==> config.mk <==
export PLATFORM = sky130hd
export DESIGN_NAME = clk_policy_sel
export DESIGN_NICKNAME = d
export VERILOG_FILES = /design/src/rtl/cps_pkg.sv /design/src/rtl/cps_cfg_regs.sv /design/src/rtl/cps_fid_resolve.sv /design/src/rtl/cps_tick_div.sv /design/src/rtl/clk_policy_sel.sv
export SDC_FILE = /design/constraint.sdc
export NUM_CORES = 1
export LEC_CHECK = 0
export BUFFER_PORTS_ARGS = -buffer_cell sky130_fd_sc_hd__clkbuf_2
export CAP_MARGIN = 20
export CORE_MARGIN = 2
export CORE_UTILIZATION = 36
export CTS_CLUSTER_SIZE = 24
export DETAILED_ROUTE_END_ITERATION = 16
export PLACE_DENSITY = 0.62
export REMOVE_ABC_BUFFERS = 1
export SYNTH_ARGS = -nofsm -noshare
export SYNTH_HDL_FRONTEND = slang
export SYNTH_SLANG_ARGS = --single-unit
export TNS_END_PERCENT = 5
==> constraint.sdc <==
create_clock -name clk -period 5.75 [get_ports clk]
set_clock_uncertainty 0.15 [all_clocks]
set_input_delay 1.15 -clock clk [delete_from_list [all_inputs] [get_ports clk]]
set_output_delay 1.15 -clock clk [all_outputs]
set_load 0.05 [all_outputs]
==> src/rtl/cps_pkg.sv <==
// Shared constants for the policy-driven clock source selector.
package cps_pkg;
    localparam int FID_W   = 3;
    localparam int DIV_W   = 8;
    localparam int RATIO_W = DIV_W + 1;
    localparam int NSRC    = 4;

    localparam logic [FID_W-1:0] FID_XTAL = 3'd0;
    localparam logic [FID_W-1:0] FID_SYS  = 3'd2;
    localparam logic [FID_W-1:0] FID_SLOW = 3'd6;
    localparam logic [FID_W-1:0] FID_FAST = 3'd7;

    // register indices
    localparam logic [1:0] REG_TABLE = 2'd0;
    localparam logic [1:0] REG_SEL   = 2'd1;
    localparam logic [1:0] REG_SLOW  = 2'd2;
    localparam logic [1:0] REG_FAST  = 2'd3;
endpackage

==> src/rtl/cps_cfg_regs.sv <==
// Configuration storage. Keeps only the bits that the selector decodes:
// the per-policy ID fields, the force bit, the policy number and two dividers.
// Assumes writes are single-cycle strobes; all fields reset to zero.
module cps_cfg_regs
    import cps_pkg::*;
#(
    parameter int DATA_W = 32,
    parameter int NPOL   = 4,
    parameter int STRIDE = 8,
    parameter int POL_W  = 4
) (
    input  logic                       clk,
    input  logic                       rst_n,
    input  logic                       wr_en,
    input  logic [1:0]                 wr_addr,
    input  logic [DATA_W-1:0]          wr_data,
    output logic [NPOL-1:0][FID_W-1:0] tbl_fid,
    output logic                       sel_force,
    output logic [POL_W-1:0]           sel_pol,
    output logic [DIV_W-1:0]           slow_div,
    output logic [DIV_W-1:0]           fast_div
);
    localparam int FORCE_BIT = POL_W;

    // per-policy ID field storage
    for (genvar p = 0; p < NPOL; p++) begin : g_tbl
        always_ff @(posedge clk) begin
            if (!rst_n)
                tbl_fid[p] <= '0;
            else if (wr_en && wr_addr == REG_TABLE)
                tbl_fid[p] <= wr_data[p*STRIDE +: FID_W];
        end
    end

    // select word and divider storage
    always_ff @(posedge clk) begin
        if (!rst_n) begin
            sel_force <= 1'b0;
            sel_pol   <= '0;
            slow_div  <= '0;
            fast_div  <= '0;
        end else if (wr_en) begin
            case (wr_addr)
                REG_SEL: begin
                    sel_force <= wr_data[FORCE_BIT];
                    sel_pol   <= wr_data[POL_W-1:0];
                end
                REG_SLOW: slow_div <= wr_data[DIV_W-1:0];
                REG_FAST: fast_div <= wr_data[DIV_W-1:0];
                default: ;
            endcase
        end
    end
endmodule

==> src/rtl/cps_fid_resolve.sv <==
// Combinational resolution of policy -> frequency ID -> source and ratio.
// Assumes the active-ID input is already synchronous to clk.
module cps_fid_resolve
    import cps_pkg::*;
#(
    parameter int NPOL  = 4,
    parameter int POL_W = 4
) (
    input  logic [NPOL-1:0][FID_W-1:0] tbl_fid,
    input  logic                       sel_force,
    input  logic [POL_W-1:0]           sel_pol,
    input  logic [DIV_W-1:0]           slow_div,
    input  logic [DIV_W-1:0]           fast_div,
    input  logic                       act_vld,
    input  logic [FID_W-1:0]           act_fid,
    output logic [FID_W-1:0]           eff_fid,
    output logic [RATIO_W-1:0]         ratio,
    output logic [NSRC-1:0]            src_sel,
    output logic                       pol_err,
    output logic                       fid_err,
    output logic                       fid_ovr
);
    logic [POL_W-1:0] pol;
    logic [FID_W-1:0] pol_fid;

    // pick the policy and its table entry
    always_comb begin
        pol     = sel_force ? sel_pol : '0;
        pol_err = (pol > POL_W'(NPOL - 1));
        pol_fid = '0;
        for (int p = 0; p < NPOL; p++)
            if (!pol_err && pol == POL_W'(p))
                pol_fid = tbl_fid[p];
    end

    // active status wins when present
    always_comb begin
        eff_fid = act_vld ? act_fid : pol_fid;
        fid_ovr = act_vld && (act_fid != pol_fid);
    end

    // source choice and divide ratio from the effective ID
    always_comb begin
        src_sel = '0;
        fid_err = 1'b0;
        ratio   = RATIO_W'(1);
        case (eff_fid)
            FID_XTAL: src_sel = 4'b0001;
            FID_SYS:  src_sel = 4'b0010;
            FID_SLOW: begin
                src_sel = 4'b0100;
                ratio   = (slow_div == '0) ? RATIO_W'(1 << DIV_W) : RATIO_W'(slow_div);
            end
            FID_FAST: begin
                src_sel = 4'b1000;
                ratio   = (fast_div == '0) ? RATIO_W'(1 << DIV_W) : RATIO_W'(fast_div);
            end
            default:  fid_err = 1'b1;
        endcase
    end
endmodule

==> src/rtl/cps_tick_div.sv <==
// Counts ticks of the selected source and emits one registered output tick
// per ratio ticks. Restarts when the ID or ratio changes. Assumes ratio >= 1.
module cps_tick_div
    import cps_pkg::*;
(
    input  logic               clk,
    input  logic               rst_n,
    input  logic [NSRC-1:0]    ticks,
    input  logic [NSRC-1:0]    src_sel,
    input  logic               gate,
    input  logic [FID_W-1:0]   eff_fid,
    input  logic [RATIO_W-1:0] ratio,
    output logic               tick_o
);
    logic [DIV_W-1:0]   cnt;
    logic [FID_W-1:0]   fid_q;
    logic [RATIO_W-1:0] ratio_q;
    logic               src_tick;
    logic               restart;
    logic [RATIO_W-1:0] last;

    // selected tick and change detection
    always_comb begin
        src_tick = |(ticks & src_sel);
        restart  = (eff_fid != fid_q) || (ratio != ratio_q);
        last     = ratio - RATIO_W'(1);
    end

    // remember previous ID and ratio
    always_ff @(posedge clk) begin
        if (!rst_n) begin
            fid_q   <= FID_XTAL;
            ratio_q <= RATIO_W'(1);
        end else begin
            fid_q   <= eff_fid;
            ratio_q <= ratio;
        end
    end

    // divide counter and output tick
    always_ff @(posedge clk) begin
        if (!rst_n) begin
            cnt    <= '0;
            tick_o <= 1'b0;
        end else if (restart) begin
            cnt    <= '0;
            tick_o <= 1'b0;
        end else if (gate && src_tick) begin
            if ({1'b0, cnt} == last) begin
                cnt    <= '0;
                tick_o <= 1'b1;
            end else begin
                cnt    <= cnt + DIV_W'(1);
                tick_o <= 1'b0;
            end
        end else begin
            tick_o <= 1'b0;
        end
    end
endmodule

==> src/rtl/clk_policy_sel.sv <==
// Top of the policy-driven clock source selector: register file, ID
// resolution and tick divider. Single clock domain, synchronous reset.
module clk_policy_sel
    import cps_pkg::*;
#(
    parameter int DATA_W = 32,
    parameter int NPOL   = 4,
    parameter int STRIDE = 8,
    parameter int POL_W  = 4
) (
    input  logic               clk,
    input  logic               rst_n,
    input  logic               wr_en_i,
    input  logic [1:0]         wr_addr_i,
    input  logic [DATA_W-1:0]  wr_data_i,
    input  logic               act_vld_i,
    input  logic [FID_W-1:0]   act_fid_i,
    input  logic               xtal_tick_i,
    input  logic               sys_tick_i,
    input  logic               slow_tick_i,
    input  logic               fast_tick_i,
    output logic               tick_o,
    output logic [RATIO_W-1:0] div_ratio_o,
    output logic [FID_W-1:0]   fid_o,
    output logic               pol_err_o,
    output logic               fid_err_o,
    output logic               fid_ovr_o
);
    logic [NPOL-1:0][FID_W-1:0] tbl_fid;
    logic                       sel_force;
    logic [POL_W-1:0]           sel_pol;
    logic [DIV_W-1:0]           slow_div;
    logic [DIV_W-1:0]           fast_div;
    logic [NSRC-1:0]            src_sel;

    cps_cfg_regs #(.DATA_W(DATA_W), .NPOL(NPOL), .STRIDE(STRIDE), .POL_W(POL_W)) u_regs (
        .clk(clk), .rst_n(rst_n), .wr_en(wr_en_i), .wr_addr(wr_addr_i),
        .wr_data(wr_data_i), .tbl_fid(tbl_fid), .sel_force(sel_force),
        .sel_pol(sel_pol), .slow_div(slow_div), .fast_div(fast_div)
    );

    cps_fid_resolve #(.NPOL(NPOL), .POL_W(POL_W)) u_resolve (
        .tbl_fid(tbl_fid), .sel_force(sel_force), .sel_pol(sel_pol),
        .slow_div(slow_div), .fast_div(fast_div), .act_vld(act_vld_i),
        .act_fid(act_fid_i), .eff_fid(fid_o), .ratio(div_ratio_o),
        .src_sel(src_sel), .pol_err(pol_err_o), .fid_err(fid_err_o),
        .fid_ovr(fid_ovr_o)
    );

    cps_tick_div u_div (
        .clk(clk), .rst_n(rst_n),
        .ticks({fast_tick_i, slow_tick_i, sys_tick_i, xtal_tick_i}),
        .src_sel(src_sel), .gate(!pol_err_o && !fid_err_o),
        .eff_fid(fid_o), .ratio(div_ratio_o), .tick_o(tick_o)
    );
endmodule

# --- Word-level counts from Yosys, hierarchy flattened ---
# Index checks and enable logic that the tools add are counted.
totals:
  register_bits: 54
  inputBits: 45
  out_inout_bits: 16
  elab_cells: 66
classes:
  add_sub_neg: 2
  n_lt_le_gt_ge: 1
  n_eq_ne: 13
  n_mux: 13
  bitwise: 3
  n_reduce_logical: 22
op_table:
  columns: ["operator", "n"]
  rows:
  - ["$mux 9", 2]
  - ["$pmux 9 s2", 1]
  - ["$logic_not 8->1", 2]
  - ["$pmux 4 s4", 1]
  - ["$mux 3", 5]
  - ["$eq 8x9->1", 1]
  - ["$ne 9x9->1", 1]
  - ["$sub 9x1->9 const B", 1]
  - ["$add 8x1->8 const B", 1]
  - ["$eq 4x2->1 const B", 2]
  - ["$logic_and 1x1->1", 8]
  - ["$mux 8", 1]
  - ["$reduce_or 4->1", 2]
  - ["$eq 3x3->1 const B", 2]
  - ["$ne 3x3->1", 2]
  - ["$reduce_and 2->1", 3]
  - ["$and 4x4->4", 1]
  - ["$eq 2x2->1 const B", 2]
  - ["$eq 4x1->1 const B", 1]
  - ["$gt 4x2->1 const B", 1]
  - ["$logic_not 4->1", 1]
  - ["$mux 4", 1]
  - ["$eq 3x2->1 const B", 1]
  - ["$logic_not 3->1", 1]
  - ["other kinds (8)", 10]

# --- Logic depth before layout (Yosys ltp) ---
logic_depth:
  ltp_word: 16
  depth_mapped: 18
  depth_no_buf: 15

# --- Cells and area by module ---
# From an unflattened synthesis, not the netlist that was laid out.
unflattened:
  hier_cells: 349
  area_unflattened_um2: 3080.5
modules_own_cells:
  columns: ["module", "n_inst", "cells_each", "area_each_um2", "seq_area_each_um2"]
  rows:
  - ["cps_cfg_regs", 1, 128, 1265.0, 660.6]
  - ["cps_tick_div", 1, 123, 1152.4, 420.4]
  - ["cps_fid_resolve", 1, 97, 659.4, 0.0]
  - ["clk_policy_sel", 1, 1, 3.8, 0.0]

# --- Worst setup path after synthesis ---
# OpenSTA, ideal clock, no wires.
synth_timing:
  kind: "input -> register"
  start: "input port act_fid_i[0]"
  end: "register u_div.tick_o"
  arrival_ns: 4.619
  setup_slack_ns: 0.865
  path_stages: 18
  path_buffers: 4
  cell_sequence: "buf_2 nand2b_1 clkbuf_1 o31ai_4 inv_2 buf_6 nand2_1 a21oi_1 inv_1 ha_1 and2_1 o21ai_0 o2bb2ai_1 a211o_1 a21o_1 and4b_1 buf_6 and4_1"
synth_via:
  elab_cells_between_ends: 20
  cone_classes: "add/sub (1); eq/ne (6); mux (4); bitwise (2); reduce/logical (7)"
synth_rtl:
  columns: ["element", "line", "source"]
  rows:
  - ["from (decl)", "clk_policy_sel.sv:17", "input logic [FID_W-1:0] act_fid_i,"]
  - ["$mux 3 (*)", "cps_fid_resolve.sv:38", "eff_fid = act_vld ? act_fid : pol_fid;"]
  - ["net fid_o[0]", "clk_policy_sel.sv:24", "output logic [FID_W-1:0] fid_o,"]
  - ["$eq 3x3->1", "cps_fid_resolve.sv:47", "case (eff_fid)"]
  - ["$pmux 9 s2 (*)", "cps_fid_resolve.sv:47", null]
  - ["net div_ratio_o[1]", "clk_policy_sel.sv:23", "output logic [RATIO_W-1:0] div_ratio_o,"]
  - ["$sub 9x1->9 or $ne 9x9->1 (tied branches)", "cps_tick_div.sv:26, cps_tick_div.sv:25", null]
  - ["$eq 8x9->1 or $logic_or 1x1->1 (tied branches)", "cps_tick_div.sv:49, cps_tick_div.sv:25", null]
  - ["$mux 1 or $reduce_or 3->1 (tied branches)", null, null]
  - ["to (signal assigned)", "cps_tick_div.sv:47", "tick_o <= 1'b0;"]
  - ["to (signal assigned)", "cps_tick_div.sv:51", "tick_o <= 1'b1;"]
  - ["to (signal assigned)", "cps_tick_div.sv:54", "tick_o <= 1'b0;"]
  - ["to (decl)", "cps_tick_div.sv:13", "output logic tick_o"]
# Mark *: on every way through the listed nets, which the timed path passes. The rest lies on a longest branch.
# A chain may end at the register's enable or synchronous reset.

# --- Worst setup path after layout ---
layout_timing:
  start: "input port act_vld_i"
  end: "register u_div.cnt[1]"
layout_via:
  elab_chain_cells: 6
  elab_cells_between_ends: 19
  cone_classes: "add/sub (1); eq/ne (6); mux (4); bitwise (1); reduce/logical (7)"
layout_rtl:
  columns: ["element", "line", "source"]
  rows:
  - ["from (decl)", "clk_policy_sel.sv:16", "input logic act_vld_i,"]
  - ["$mux 3 (*)", "cps_fid_resolve.sv:38", null]
  - ["$eq 3x3->1, or another cell as far along", "cps_fid_resolve.sv:47", null]
  - ["$pmux 9 s2 or $pmux 4 s4 (tied branches)", "cps_fid_resolve.sv:47", null]
  - ["$sub 9x1->9, or another cell as far along", "cps_tick_div.sv:26", "last = ratio - RATIO_W'(1);"]
  - ["$eq 8x9->1, or another cell as far along", "cps_tick_div.sv:49", "if ({1'b0, cnt} == last) begin"]
  - ["$mux 8, or another cell as far along", "cps_tick_div.sv:49", null]
  - ["to (signal assigned)", "cps_tick_div.sv:53", "cnt <= cnt + DIV_W'(1);"]
  - ["to (decl)", "cps_tick_div.sv:15", "logic [DIV_W-1:0] cnt;"]
# Mark *: on every way between the ends. The rest lies on a longest branch, timed or not.

==> results.ini <==
[status]
outcome = completed

[clocking]
hold_buffers = 0
root_buffer = clkbuf_8
cts.path.max_buffers = 2
cts.htree.levels = 2
clk_latency_ns = 0.31
post_cts_buffers = 0
cts_resized = 0
cts_tree = done
clkSlewWorstSetupHoldPaths_ns = 0.10
cts_num_sinks = 54
cts_made_buffers = 5

[finish]
regArea_sq_um = 1081
final_util_pct = 41.60
drive_above_1_share_pct = 18.80
multi_input_area_sq_um = 2058
antenna_cells = 0
final_cell_area_sq_um = 3646
final_nets = 445
stdcell_count = 507
area_growth_pct = 11.31
n_fill_cell = 872

[setup_path]
crit_arrival_ns = 4.59
crit_buf_inv = 3
path_delay_family = simple AND/OR/NAND/NOR gates
r2r_start = u_regs.sel_pol[0]
critPathSlowestCell = nand2b_1
reg2regPathDepth = 14
cp_max_fo = 13
worstSetupEndpointType = flop
slowest_delay_ns = 0.41
required_ns = 5.82
criticalPathCategory = input port to flop
rrSetupSlack_ns = 1.41
r2r_end = u_div.cnt[1]
worst_setup_path_start_kind = input port
path_cells = clkbuf_2 > nand2b_1 > o31ai_4 > inv_2 > mux2i_1 > and2_1 > ha_1 > inv_1 > nor4_1 > a211oi_1 > a211o_1 > a21o_1 > and4b_1 > nor3_1

[global_routing]
antenna_found_initial = 0
grt_use_total_pct = 16.19
grt_start_max_net_pins = 47
grt_pass1_vias = 2678
grt_overflow = 0
grt_pass1_wl_mm = 13.10

[timing]
fmax_mhz = 221.4
maxSlewHeadroom_pct = 51.91
fin_crit_ns = 4.518
maxSlewViolCount = 0
finalHoldViolCount = 0
setup_viol = 0
finalCritPeriodShare_pct = 78.57
rsz0062_at_grt = false
worstMarginPinSlew_ns = 0.7214
fin_tns_setup_ns = 0
layout_setup_ws_ns = 1.232

[logic_synthesis]
syn_avg_cell_area_sq_um = 9.024
synth_top_area_share_pct = 33.00
synth_ff_type = dfxtp_1
synth-edff-count = 0
synth_cell_types = 63
synth_largest_area_cell = dfxtp_1
yosysMostFrequentCell = dfxtp_1
netlist_top_cells_count = dfxtp_1 (54), mux2i_1 (44), nor2b_1 (34)
ys_ff_latch = 54
synth-async-reset-ratio_pct = 0
netlist_instances = 363
yosysSeqAreaShare_pct = 33.00
yosys-top-cells-area = dfxtp_1 (33%), mux2i_1 (13%), nor2b_1 (6.5%)
netlist_area_sq_um = 3276
yosysWarnings = 0

[place]
place.gp.congestion = 0.9091
port_buffers = 45
place_ws_ns = 0.9315
dp_hpwl_mm = 5.819
post_dp_cell_area_sq_um = 3560
placed_cells = 499

[hold_path]
min_from = u_regs.tbl_fid[1]
hold_class = flop to flop
min_to = u_regs.tbl_fid[1]
min_path_cells = 2

[pwr]
ir_drop_mv = 0.09860
p_leak_nw = 1.582
power-per-cell-area_nw_per_um2 = 201.4

[drt]
wirelength_mm = 7.670
avgViaCountPerCell = 5.337
ant_nets = 0
wl_per_cell_microns = 15.13
vias = 2706
drc = 0
drtPass1Iterations = 4
drt_iter0_drc = 140

[run]
maxCapViolCount = 0

[die]
die_h_microns = 99.39
core_sq_um = 8763
io_pins = 61
dieWidth_microns = 99.39
dieArea_sq_um = 9878
start_util_pct = 37.38
rows = 34

-- layout by cell type (no fill, tap or decap), types with 4 or more instances in the layout --
cell type | synthesis | final
o21ai_0 | 9 | 9
mux2i_1 | 44 | 44
clkbuf_2 | 0 | 45
dfxtp_1 | 54 | 54
and3_1 | 6 | 6
nor2_1 | 14 | 14
or3_1 | 4 | 4
nor2b_1 | 34 | 34
inv_1 | 9 | 9
a21oi_1 | 11 | 11
clkbuf_8 | 0 | 5
nand3b_1 | 5 | 5
nand3_1 | 6 | 6
nand2_1 | 18 | 18
and2_1 | 13 | 13
xor2_1 | 18 | 18
nand4_1 | 7 | 7
xnor2_1 | 10 | 10
nor3_1 | 18 | 18
-- metrics by stage --
step                      power [mW]  hold WS, ns
final                         0.7343       0.3736
after global placement        0.5312       0.3404
after floorplan               0.4901       0.3237
after global routing          0.7719       0.4044
after CTS                     0.7426       0.3794
after detailed placement      0.5340       0.3545
-- where the power goes --
part | switching [mW] | internal [mW]
clock | 0.123 | 0.0862
sequential | 0.00884 | 0.384
combinational | 0.0794 | 0.0534
total | 0.211 | 0.523
-- worst reg2reg max path, cell delays in order (launching register included) --
cell	delay (ns)
dfxtp_1	0.56
mux2_4	0.35
a32o_2	0.26
o31ai_4	0.42
inv_2	0.22
mux2i_1	0.20
and2_1	0.28
ha_1	0.37
inv_1	0.10
nor4_1	0.31
a211oi_1	0.09
a211o_1	0.26
a21o_1	0.16
and4b_1	0.30
nor3_1	0.22
-- kinds of logic after synthesis --
kind of cell             synth area share [%]
multiplexers                            15.39
XOR/XNOR                                8.174
AO/OA/AOI/OAI                           12.72
flip-flops                              33.00
adder cells (fa/ha/maj)                0.7638
buffers and inverters                   4.316
AND/OR/NAND/NOR                         25.63
-- registers in the layout, summed over array words and instances, names as in the netlist --
signal / cells
u_regs.tbl_fid: 12
u_div.ratio_q: 9
u_div.cnt: 8
u_regs.fast_div: 8
u_regs.slow_div: 8
u_regs.sel_pol: 4
u_div.fid_q: 3
u_div.tick_o: 1
u_regs.sel_force: 1
-- metal layers --
layer | track usage (%) | routed length, microns
met2 | 26.14 | 3379
met5 | 0 | 0
met4 | 3.688 | 87
met3 | 2.811 | 356
met1 | 22.63 | 3845
-- final cells by class --
| class | instances | share of cell area (%) |
|---|---|---|
| inverters | 10 | 1.030 |
| flip-flops and latches | 54 | 29.65 |
| repair buffers | 48 | 6.795 |
| clock inverters | 2 | 0.3775 |
| multi-input cells | 279 | 56.45 |
| clock buffers | 6 | 1.990 |
| well taps | 108 | 3.706 |
-- worst max-delay path by stage --
| stage | start | end | slack [ns] | cells past startpoint |
|---|---|---|---|---|
| after floorplan | act_fid_i[0] | u_div.tick_o | 1.12 | 14 |
| after global placement | act_vld_i | u_div.tick_o | 0.98 | 14 |
| after detailed placement | act_vld_i | u_div.tick_o | 0.93 | 14 |
| after CTS | act_vld_i | u_div.cnt[1] | 1.24 | 14 |
| after global routing | act_vld_i | u_div.cnt[1] | 0.91 | 14 |
| final | act_vld_i | u_div.cnt[1] | 1.23 | 14 |
(Power assumes the default switching activity.)
